`src/rtl/or_chip_pair_decoder.sv`:
```
module or_chip_pair_decoder #(
  parameter int LEN_A = 4,
  parameter int LEN_B = 6
) (
  input  logic clk,
  input  logic rst,
  input  logic chip_en,
  input  logic chip,
  input  logic sync_a,
  input  logic sync_b,
  output logic bit_a,
  output logic valid_a,
  output logic err_a,
  output logic bit_b,
  output logic valid_b,
  output logic err_b
);
  localparam int WA = $clog2(LEN_A);
  localparam int WB = $clog2(LEN_B);

  logic [WA-1:0] pos_a, idx_a, fz_a, fz_a_n;
  logic          fnd_a, fnd_a_n, last_a;
  logic [WB-1:0] pos_b, idx_b, fz_b, fz_b_n;
  logic          fnd_b, fnd_b_n, last_b;

  assign idx_a   = sync_a ? '0 : pos_a;
  assign last_a  = idx_a == WA'(LEN_A - 1);
  assign fnd_a_n = (idx_a == '0) ? ~chip : (fnd_a | ~chip);
  assign fz_a_n  = (idx_a != '0 && fnd_a) ? fz_a : idx_a;

  assign idx_b   = sync_b ? '0 : pos_b;
  assign last_b  = idx_b == WB'(LEN_B - 1);
  assign fnd_b_n = (idx_b == '0) ? ~chip : (fnd_b | ~chip);
  assign fz_b_n  = (idx_b != '0 && fnd_b) ? fz_b : idx_b;

  always_ff @(posedge clk) begin
    if (rst) begin
      pos_a   <= '0;
      fnd_a   <= 1'b0;
      fz_a    <= '0;
      valid_a <= 1'b0;
      err_a   <= 1'b0;
      bit_a   <= 1'b0;
    end else begin
      valid_a <= 1'b0;
      err_a   <= 1'b0;
      if (chip_en) begin
        fnd_a <= fnd_a_n;
        fz_a  <= fz_a_n;
        pos_a <= last_a ? '0 : idx_a + 1'b1;
        if (last_a) begin
          valid_a <= 1'b1;
          err_a   <= ~fnd_a_n;
          bit_a   <= fnd_a_n && (fz_a_n < WA'(LEN_A / 2));
        end
      end
    end
  end

  always_ff @(posedge clk) begin
    if (rst) begin
      pos_b   <= '0;
      fnd_b   <= 1'b0;
      fz_b    <= '0;
      valid_b <= 1'b0;
      err_b   <= 1'b0;
      bit_b   <= 1'b0;
    end else begin
      valid_b <= 1'b0;
      err_b   <= 1'b0;
      if (chip_en) begin
        fnd_b <= fnd_b_n;
        fz_b  <= fz_b_n;
        pos_b <= last_b ? '0 : idx_b + 1'b1;
        if (last_b) begin
          valid_b <= 1'b1;
          err_b   <= ~fnd_b_n;
          bit_b   <= fnd_b_n && !fz_b_n[0];
        end
      end
    end
  end
endmodule

```
`config.mk`:
```
export PLATFORM = sky130hd
export DESIGN_NAME = or_chip_pair_decoder
export DESIGN_NICKNAME = d
export VERILOG_FILES = /design/src/rtl/or_chip_pair_decoder.sv
export SDC_FILE = /design/constraint.sdc
export NUM_CORES = 1
export LEC_CHECK = 0
export BUFFER_PORTS_ARGS = -buffer_cell sky130_fd_sc_hd__buf_2
export CAP_MARGIN = 10
export CELL_PAD_IN_SITES_DETAIL_PLACEMENT = 1
export CELL_PAD_IN_SITES_GLOBAL_PLACEMENT = 2
export CORE_UTILIZATION = 30
export DETAILED_ROUTE_END_ITERATION = 10
export GPL_ROUTABILITY_DRIVEN = 0
export HOLD_SLACK_MARGIN = 0.03
export PLACE_DENSITY = 0.76
export RECOVER_POWER = 25
export SYNTH_ARGS = -nofsm -noshare
export SYNTH_HDL_FRONTEND = slang
export SYNTH_SLANG_ARGS = --single-unit
```
`constraint.sdc`:
```
create_clock -name clk -period 1.82 [get_ports clk]
set_clock_uncertainty 0.15 [all_clocks]
set_input_delay 0.273 -clock clk [delete_from_list [all_inputs] [get_ports clk]]
set_output_delay 0.273 -clock clk [all_outputs]
set_load 0.02 [all_outputs]
```
==> qor.yml, run 1 <==
core_area_sq_mm: 0.001802
drc: 0
drt_wl_total_um: 1273
cts.path.max_buffers: 2
critPathArrivalTime_ps: 1760
wl_met2_um: 539
finalCritPeriodShare: 0.9291
power_mw: 0.5887
via_per_inst: 4.778
route.vias.total: 516
fin_setup_tns_ps: 0
seq_area_frac_synth: 0.4969
crit_type: "flop to flop"
antenna_found_initial: 0
dp_hpwl_um: 967.4
yosysUniqueCellTypes: 22
htree_levels: 1
finalCriticalPeriod_ps: 1691
die_h_um: 46.88
status: "finished, final reports clean"
final_cell_mix: "dfxtp_1 (15), nor2_1 (11), buf_2 (10)"
crit_fanout: 3
r2r_slack_ps: 130
grt_max_degree: 15
hold_path_class: "input port to flop"
postCtsResizedCells: 0
met3_length_um: 72
maxCapViolCount: 0
num-fill-cells: 236
die_w_um: 46.88
wl_per_cell_um: 11.79
layout-drive-gt1-share: 0.2048
synth-seq-cells: 15
dr.max_layer_used: "met4"
slew_headroom: 0.7729
syn_nets: 76
syn_avg_cell_area_sq_um: 8.887
drt_iter0_drc: 2
postRouteAntennaNets: 0
netlist_instances: 68
final_common_cell: "dfxtp_1"
clock_latency_ps: 280
grt_pass1_wl_um: 2214
yosys_warnings: 0
clock-sinks: 15
cts_root_buffer: "clkbuf_4"
fin_hold_ws_ps: 69.57
cp-start-kind: "flop"
clk_transition_reported_paths_ps: 90
port_buffers: 11
p_leak_nw: 0.3091
initial_core_util: 0.3354
dr.pass1.iters: 2
grt-ovfl-total: 0
worstPathRequired_ps: 1890
worstMarginPinSlew_ps: 340.6
gr-usage-all-layers: 0.1459
finalSetupViolCount: 0
timing.fmax_mhz: 591.4
rows: 15
power_density_mw_per_mm2: 814.1
area_delta_synth_final_pct: 19.67
rsz0062_at_grt: "no"
end_kind: "flop"
grt_pass1_vias: 539
nets: 92
pin_count: 12
ir_worst_vdd_mv: 0.6055
cts_hold_buf: 0
synth.cell_area_sq_um: 604.3
postCtsSetupBuffers: 0
diodes: 0
cts_tree: "done"
hold_viol_final: 0
cts_buffers: 3
die_area_sq_mm: 0.002198
m1WireLength_um: 649
drv_slew: 0
==> final cells by class <==
class / instances / area (sq um) / share of cell area
Clock buffer: 3 / 22.52 / 0.03114
Clock inverter: 1 / 5.005 / 0.006920
Inverter: 5 / 18.77 / 0.02595
Multi-Input combinational cell: 46 / 280.3 / 0.3875
Sequential cell: 15 / 300.3 / 0.4152
Tap cell: 25 / 31.28 / 0.04325
Timing Repair Buffer: 13 / 65.06 / 0.08997
==> worst max-delay path, cell delays in order, from the launching register on <==
cell     delay, ps
dfxtp_1        340
nand2_1        100
or4b_4         500
or3_1          390
a21oi_1        150
==> synthesized netlist by cell type, drive strengths merged <==
master / number / area (sq um)
nand2: 6 / 22.52
o21ai: 2 / 10.01
clkbuf: 2 / 7.510
dfxtp: 15 / 300.3
ha: 2 / 25.02
a21oi: 4 / 20.02
a211oi: 3 / 22.52
o31a: 1 / 8.760
nand2b: 2 / 12.51
mux2i: 3 / 30.03
nor2: 11 / 41.29
a221oi: 1 / 8.760
nor3: 3 / 15.01
nand4: 1 / 6.260
or3: 1 / 6.260
or4b: 1 / 13.76
a311oi: 1 / 8.760
nand3b: 1 / 7.510
inv: 5 / 18.77
nor2b: 1 / 6.260
nor4: 1 / 6.260
and2: 1 / 6.260
==> report_power, final <==
group	total [mW]	leakage, nW	switching [mW]	internal [mW]
Sequential	0.345	0.122	0.00679	0.338
Clock	0.190	0.0177	0.108	0.0816
Combinational	0.0535	0.169	0.0319	0.0216
==> metal layers <==
| layer | GRT usage | vias up |
|---|---|---|
| met5 | 0 | - |
| met4 | 0.05143 | 0 |
| met3 | 0.05769 | 2 |
| met2 | 0.2361 | 15 |
| met1 | 0.1755 | 234 |
| li1 | - | 265 |
==> sequential cells by signal (all words and copies together), names as in the netlist <==
register and cells:
fz_a 1, pos_b 3, valid_a 1, fz_b 1, bit_a 1, fnd_a 1, err_a 1, bit_b 1
valid_b 1, pos_a 2, err_b 1, fnd_b 1
==> worst paths after layout <==
kind	endpoint	startpoint	cells after the start
worst min register to register	bit_a$_SDFFE_PP0P_	bit_a$_SDFFE_PP0P_	2
worst max register to register	bit_b$_SDFFE_PP0P_	pos_b[0]$_SDFFE_PP0P_	4
worst max-delay path	bit_b$_SDFFE_PP0P_	pos_b[0]$_SDFFE_PP0P_	4
worst min-delay path	fnd_a$_SDFFE_PP0P_	chip	2
==> logic make-up after synthesis <==
group / Yosys count / synth area share
fa+ha+maj: 2 / 0.04140
compound gates: 12 / 0.1304
mux: 3 / 0.04969
flops: 15 / 0.4969
buf+inv: 7 / 0.04349
simple gates: 29 / 0.2381
==> per-stage QoR <==
step	utilization	worst slack (ps)	instance area, sq um	instances
5_1_grt	0.4014	37.78	723.2	108
4_1_cts	0.4028	110.8	725.7	108
3_5_place_dp	0.3875	92.99	698.2	104
3_3_place_gp	0.3875	114.1	698.2	104
6_report	0.4014	129.1	723.2	108
2_1_floorplan	-	187.0	604.3	68
Note: power is estimated with default switching activity, not from simulation.
==> run 2, diff against run 1 <==
- GPL_TIMING_DRIVEN: default -> 0
- RECOVER_POWER: 25 -> 100
==> run 2 against run 1 <==
Compared with the run above:
- first-iteration DRC count grew 100%
- highest routed layer unchanged
- global-route usage shrank 0.76 points
- largest power group unchanged
- worst setup slack lost 7.7 ps
- final area shrank 1.0%
- flip-flop and latch count is the same
- clock-buffer cell count grew 1
- non-clock buffer count is the same
- via count shrank 2.5%
- clock power grew 3%
- sequential power is essentially flat
- utilization shrank 0.42 points
==> qor.yml, run 2 (same netlist as run 1, synthesis figures left out) <==
cts_root_buffer: "clkbuf_4"
path_cells: "nand2_1, or4b_4, or3_1, a21oi_1"
timing.fmax_mhz: 588.7  # -0.45%
place_inst: 104  # unchanged
grt_pass1_wl_um: 2063  # -6.8%
grt_pass1_vias: 454  # -16%
finalSetupViolCount: 0  # unchanged
power_density_mw_per_mm2: 826.8  # +1.6%
core_area_sq_mm: 0.001802  # unchanged
htree_levels: 1  # unchanged
clock_power_share: 0.330  # +0.007
worstMarginPinSlew_ps: 506.9  # +166.3 ps
clock_latency_ps: 290  # about the same
initial_core_util: 0.3354  # unchanged
port_buffers: 11  # unchanged
drt_wl_total_um: 1235  # -3.0%
hold_viol_final: 0  # unchanged
final_common_cell: "dfxtp_1"
drt_iter0_drc: 4  # +2
cp-start-kind: "flop"
cts_buffers: 3  # unchanged
cts.path.max_buffers: 2  # unchanged
area_delta_synth_final_pct: 18.43
antenna_found_initial: 0  # unchanged
drc: 0  # unchanged
postCtsSetupBuffers: 0  # unchanged
dp_hpwl_um: 871.8  # -9.9%
die_area_sq_mm: 0.002198  # unchanged
largest_reg_flops: 3  # unchanged
gr-usage-all-layers: 0.1383  # -0.007559
finalCriticalPeriod_ps: 1699  # +7.678 ps
die_w_um: 46.88  # unchanged
p_sw_frac: 0.2498  # about the same
cts_tree: "done"
hold_path_class: "input port to flop"
pin_count: 12  # unchanged
route.vias.total: 503  # -2.5%
ir_worst_vdd_mv: 0.3210  # -47%
slew_headroom: 0.6621  # -0.1108
grt_max_degree: 11  # -4
rows: 15  # unchanged
instances_no_fill: 108  # unchanged
rsz0062_at_grt: "no"
p_int_mw: 0.4439  # +0.49%
diodes: 0  # unchanged
cts_hold_buf: 0  # unchanged
dpl-instance-area_sq_um: 690.7  # -1.1%
fin_setup_tns_ps: 0  # unchanged
clk_transition_reported_paths_ps: 90  # about the same
via_per_inst: 4.657  # -2.5%
final_area_sq_um: 715.7  # -1.0%
maxCapViolCount: 0  # unchanged
top_register: "pos_b"
crit_type: "flop to flop"
reg_top3: "pos_b x3, pos_a x2"
critPathArrivalTime_ps: 1780  # +20 ps
p_sw_mw: 0.1478  # +0.54%
status: "finished, final reports clean"
comb_power_share: 0.086  # -0.005
max_stage_delay_ps: 510  # about the same
p_seq_frac: 0.585  # about the same
p_leak_nw: 0.2802  # -9.4%
layout-drive-gt1-share: 0.1325  # -0.07229
num-fill-cells: 231  # -2.1%
end_kind: "flop"
drv_slew: 0  # unchanged
nets: 92  # unchanged
wl_per_cell_um: 11.44  # -3.0%
finalCritPeriodShare: 0.9333  # +0.004219
dr.pass1.iters: 3  # +1
grt-ovfl-total: 0  # unchanged
postRouteAntennaNets: 0  # unchanged
slowest_stage: "or4b_4"
final_cell_mix: "dfxtp_1 (14), nor2_1 (11), clkbuf_1 (9)"
crit_fanout: 5  # +2
worstPathRequired_ps: 1900  # about the same
die_h_um: 46.88  # unchanged
clock-sinks: 15  # unchanged
run 2: changes by cell type in the layout (fill, tap and decap cells not counted), sizes merged:
cell | previous run | this run
clkinv | 1 | 0
clkbuf | 5 | 12
buf | 11 | 5
run 2: per-stage QoR:
stage | hold WS, ps | utilization | power [mW] | setup slack (ps)
global route | 52.07 | 0.3972 | 0.6309 | 12.89
detailed placement | 294.1 | 0.3833 | 0.4039 | 50.03
global placement | 287.1 | 0.3833 | 0.4034 | 57.57
CTS | 45.79 | 0.3979 | 0.6047 | 55.25
floorplan | 195.1 | - | 0.3838 | 187.0
finish | 52.64 | 0.3972 | 0.5917 | 121.4
run 2: worst paths after layout:
kind | startpoint | to | slack [ps] | cells past startpoint
worst max-delay path | pos_b[0]$_SDFFE_PP0P_ | bit_b$_SDFFE_PP0P_ | 120 | 4
worst min-delay path | rst | pos_b[0]$_SDFFE_PP0P_ | 50 | 2
worst max register to register | pos_b[0]$_SDFFE_PP0P_ | bit_b$_SDFFE_PP0P_ | 120 | 4
worst min register to register | bit_a$_SDFFE_PP0P_ | bit_a$_SDFFE_PP0P_ | 300 | 2
run 2: metal layers:
metal  GRT usage  part of all wire  routed length [um]  vias up
met2      0.1861              0.38                 470       13
met1      0.1930              0.54                 661      224
li1            -                 -                   -      264
met5           0                 0                   0        -
met4     0.08571             0.026                  32        0
met3     0.03846             0.057                  70        2
run 2: area by class of cell:
type / count / area [sq um] / share of cell area
flip-flops and latches: 15 / 304.0 / 0.4248
multi-input cells: 46 / 280.3 / 0.3916
repair buffers: 11 / 47.55 / 0.06643
well taps: 25 / 31.28 / 0.04371
clock buffers: 4 / 26.28 / 0.03671
inverters: 5 / 18.77 / 0.02622
plain buffers: 2 / 7.507 / 0.01049
run 2: critical path: cells and delay by family, from the launching register on:
family           cells  cell delay (ps)
AO/OA/AOI/OAI        1              140
flip-flops           1              370
AND/OR/NAND/NOR      3              980
run 2: timing repair:
item,CTS,global route
gates resized for setup,0,3
endpoints found under the hold margin,0,0
endpoints found under the setup margin,0,2
run 2: power by group through the flow:
stage          Sequential (mW)  Clock, mW  Combinational, mW
2_1_floorplan            0.352          0             0.0318
3_3_place_gp             0.354          0             0.0499
3_5_place_dp             0.354          0             0.0500
4_1_cts                  0.346      0.208             0.0504
5_1_grt                  0.348      0.226             0.0568
6_report                 0.346      0.195             0.0506
==> run 3, diff against run 2 <==
- CORE_UTILIZATION: 30 -> 32
- CTS_BUF_LIST: default -> sky130_fd_sc_hd__clkbuf_8
- PLACE_DENSITY: 0.76 -> 0.8
==> run 3 against run 2 <==
Compared with the run above:
- power grew 11%
- final area grew 2.3%
- global-route usage is essentially flat
- via count shrank 0.40%
- fmax shrank 1.8%
- first-iteration DRC count shrank 50%
- flip-flop and latch count is the same
- clock-buffer cell count shrank 1
- largest power group unchanged
- highest routed layer unchanged
==> qor.yml, run 3 (same netlist as run 1, synthesis figures left out) <==
dr.pass1.iters: 2  # -1
gr-usage-all-layers: 0.1386  # +0.0002739
cts_root_buffer: "clkbuf_8"
pin_count: 12  # unchanged
layout-drive-gt1-share: 0.1325  # unchanged
dp_hpwl_um: 910.9  # +4.5%
ir_worst_vdd_mv: 0.5922  # +84%
clock-sinks: 15  # unchanged
largest_reg_flops: 3  # unchanged
final_cell_mix: "dfxtp_1 (15), nor2_1 (11), clkbuf_1 (8)"
r2r-end: "bit_b$_SDFFE_PP0P_"
fin_ws_ps: 89.60  # -31.78 ps
p_sw_frac: 0.2220  # -0.02782
top_register: "pos_b"
clock_latency_ps: 240  # -50 ps
hp-start: "chip"
final_common_cell: "dfxtp_1"
rr_worst_depth: 4  # unchanged
antenna_found_initial: 0  # unchanged
p_seq_frac: 0.528  # -0.057
comb_power_share: 0.076  # -0.010
preCtsSetupSlack_ps: 54.00  # +3.966 ps
slew_headroom: 0.6781  # +0.01600
finalCriticalPeriod_ps: 1730  # +31.78 ps
p_leak_nw: 0.2901  # +3.6%
cts_tree: "done"
drt_wl_total_um: 1198  # -3.0%
drt_iter0_drc: 2  # -2
initial_core_util: 0.3462  # +0.01082
grt_pass1_wl_um: 2049  # -0.68%
power_density_mw_per_mm2: 896.3  # +8.4%
reg2reg_from: "pos_b[0]$_SDFFE_PP0P_"
cp-endpoint: "bit_b$_SDFFE_PP0P_"
diodes: 0  # unchanged
status: "finished, final reports clean"
drv_slew: 0  # unchanged
finalCritPeriodShare: 0.9508  # +0.01746
core_area_sq_mm: 0.001745  # -3.1%
clk_transition_reported_paths_ps: 60  # -30 ps
critPathArrivalTime_ps: 1760  # -20 ps
dpl-instance-area_sq_um: 690.7  # unchanged
die_area_sq_mm: 0.002066  # -6.0%
port_buffers: 11  # unchanged
crit_start: "pos_b[0]$_SDFFE_PP0P_"
end_kind: "flop"
drc: 0  # unchanged
grt_pass1_vias: 479  # +5.5%
cts.path.max_buffers: 2  # unchanged
maxCapViolCount: 0  # unchanged
die_w_um: 45.46  # -3.0%
postRouteAntennaNets: 0  # unchanged
htree_levels: 1  # unchanged
via_per_inst: 4.639  # -0.40%
fin_setup_tns_ps: 0  # unchanged
cp-start-kind: "flop"
rsz0062_at_grt: "no"
finalSetupViolCount: 0  # unchanged
die_h_um: 45.46  # -3.0%
r2r_slack_ps: 90  # -30 ps
power_mw: 0.6560  # +11%
cts_hold_buf: 0  # unchanged
worstMarginPinSlew_ps: 482.9  # -24.00 ps
final_area_sq_um: 732.0  # +2.3%
worstPathRequired_ps: 1850  # -50 ps
timing.fmax_mhz: 577.9  # -1.8%
crit_type: "flop to flop"
route.vias.total: 501  # -0.40%
wl_per_cell_um: 11.09  # -3.0%
reg_top3: "pos_b x3, pos_a x2"
p_sw_mw: 0.1456  # -1.5%
p_int_mw: 0.5104  # +15%
hold_path_class: "input port to flop"
hold_viol_final: 0  # unchanged
area_delta_synth_final_pct: 21.12
grt_max_degree: 11  # unchanged
grt-ovfl-total: 0  # unchanged
rows: 15  # unchanged
cts_buffers: 3  # unchanged
clock_power_share: 0.396  # +0.066
crit_fanout: 5  # unchanged
nets: 92  # unchanged
==> run 3: cell types whose count changed in the layout (fill, tap and decap cells not counted), sizes merged <==
cell    delta
clkinv     +1
clkbuf     -1
==> run 3: worst max-delay path: stages, from the launching register on <==
cell,delay [ps]
dfxtp_1,380
nand2_1,120
or4b_4,500
or3_1,380
a21oi_1,140
==> run 3: worst min-delay path by stage <==
stage | to | slack (ps) | depth (start not counted)
2_1_floorplan | fnd_a$_SDFFE_PP0P_ | 200 | 1
3_3_place_gp | bit_b$_SDFFE_PP0P_ | 290 | 2
3_5_place_dp | bit_a$_SDFFE_PP0P_ | 300 | 2
4_1_cts | err_a$_SDFF_PP0_ | 110 | 2
5_1_grt | fnd_a$_SDFFE_PP0P_ | 120 | 2
6_report | fnd_a$_SDFFE_PP0P_ | 120 | 2
==> run 3: power by group through the flow <==
| stage | sequential, mW | clock (mW) | combinational, mW |
|---|---|---|---|
| after global routing | 0.348 | 0.296 | 0.0575 |
| after floorplan | 0.352 | 0 | 0.0318 |
| after detailed placement | 0.353 | 0 | 0.0505 |
| final | 0.346 | 0.260 | 0.0500 |
| after global placement | 0.354 | 0 | 0.0492 |
| after CTS | 0.346 | 0.273 | 0.0505 |
==> run 3: routing by layer <==
| layer | track usage | up-vias | share of wire |
|---|---|---|---|
| li1 | - | 265 | - |
| met3 | 0.05952 | 2 | 0.046 |
| met4 | 0.03636 | 0 | 0.0083 |
| met1 | 0.1780 | 224 | 0.52 |
| met2 | 0.2114 | 10 | 0.43 |
| met5 | 0 | - | 0 |
==> run 3: final cells by class <==
type | count | area, sq um
fillers | 224 | 1013
flip-flops and latches | 15 | 300.3
multi-input cells | 46 | 280.3
repair buffers | 11 | 47.55
clock buffers | 3 | 41.29
well taps | 25 | 31.28
inverters | 5 | 18.77
plain buffers | 2 | 7.507
clock inverters | 1 | 5.005
==> run 3: per-stage QoR <==
| stage | cells | util | hold slack, ps |
|---|---|---|---|
| floorplan | 68 | - | 195.1 |
| global placement | 104 | 0.3957 | 285.3 |
| detailed placement | 104 | 0.3957 | 300.4 |
| CTS | 108 | 0.4222 | 110.4 |
| global route | 108 | 0.4194 | 119.6 |
| finish | 108 | 0.4194 | 116.0 |
==> run 3: what timing repair did <==
action / 4_1_cts / 5_1_grt
gates resized for setup: 0 / 1
setup endpoints to repair: 0 / 1
buffers inserted: 0 / 0
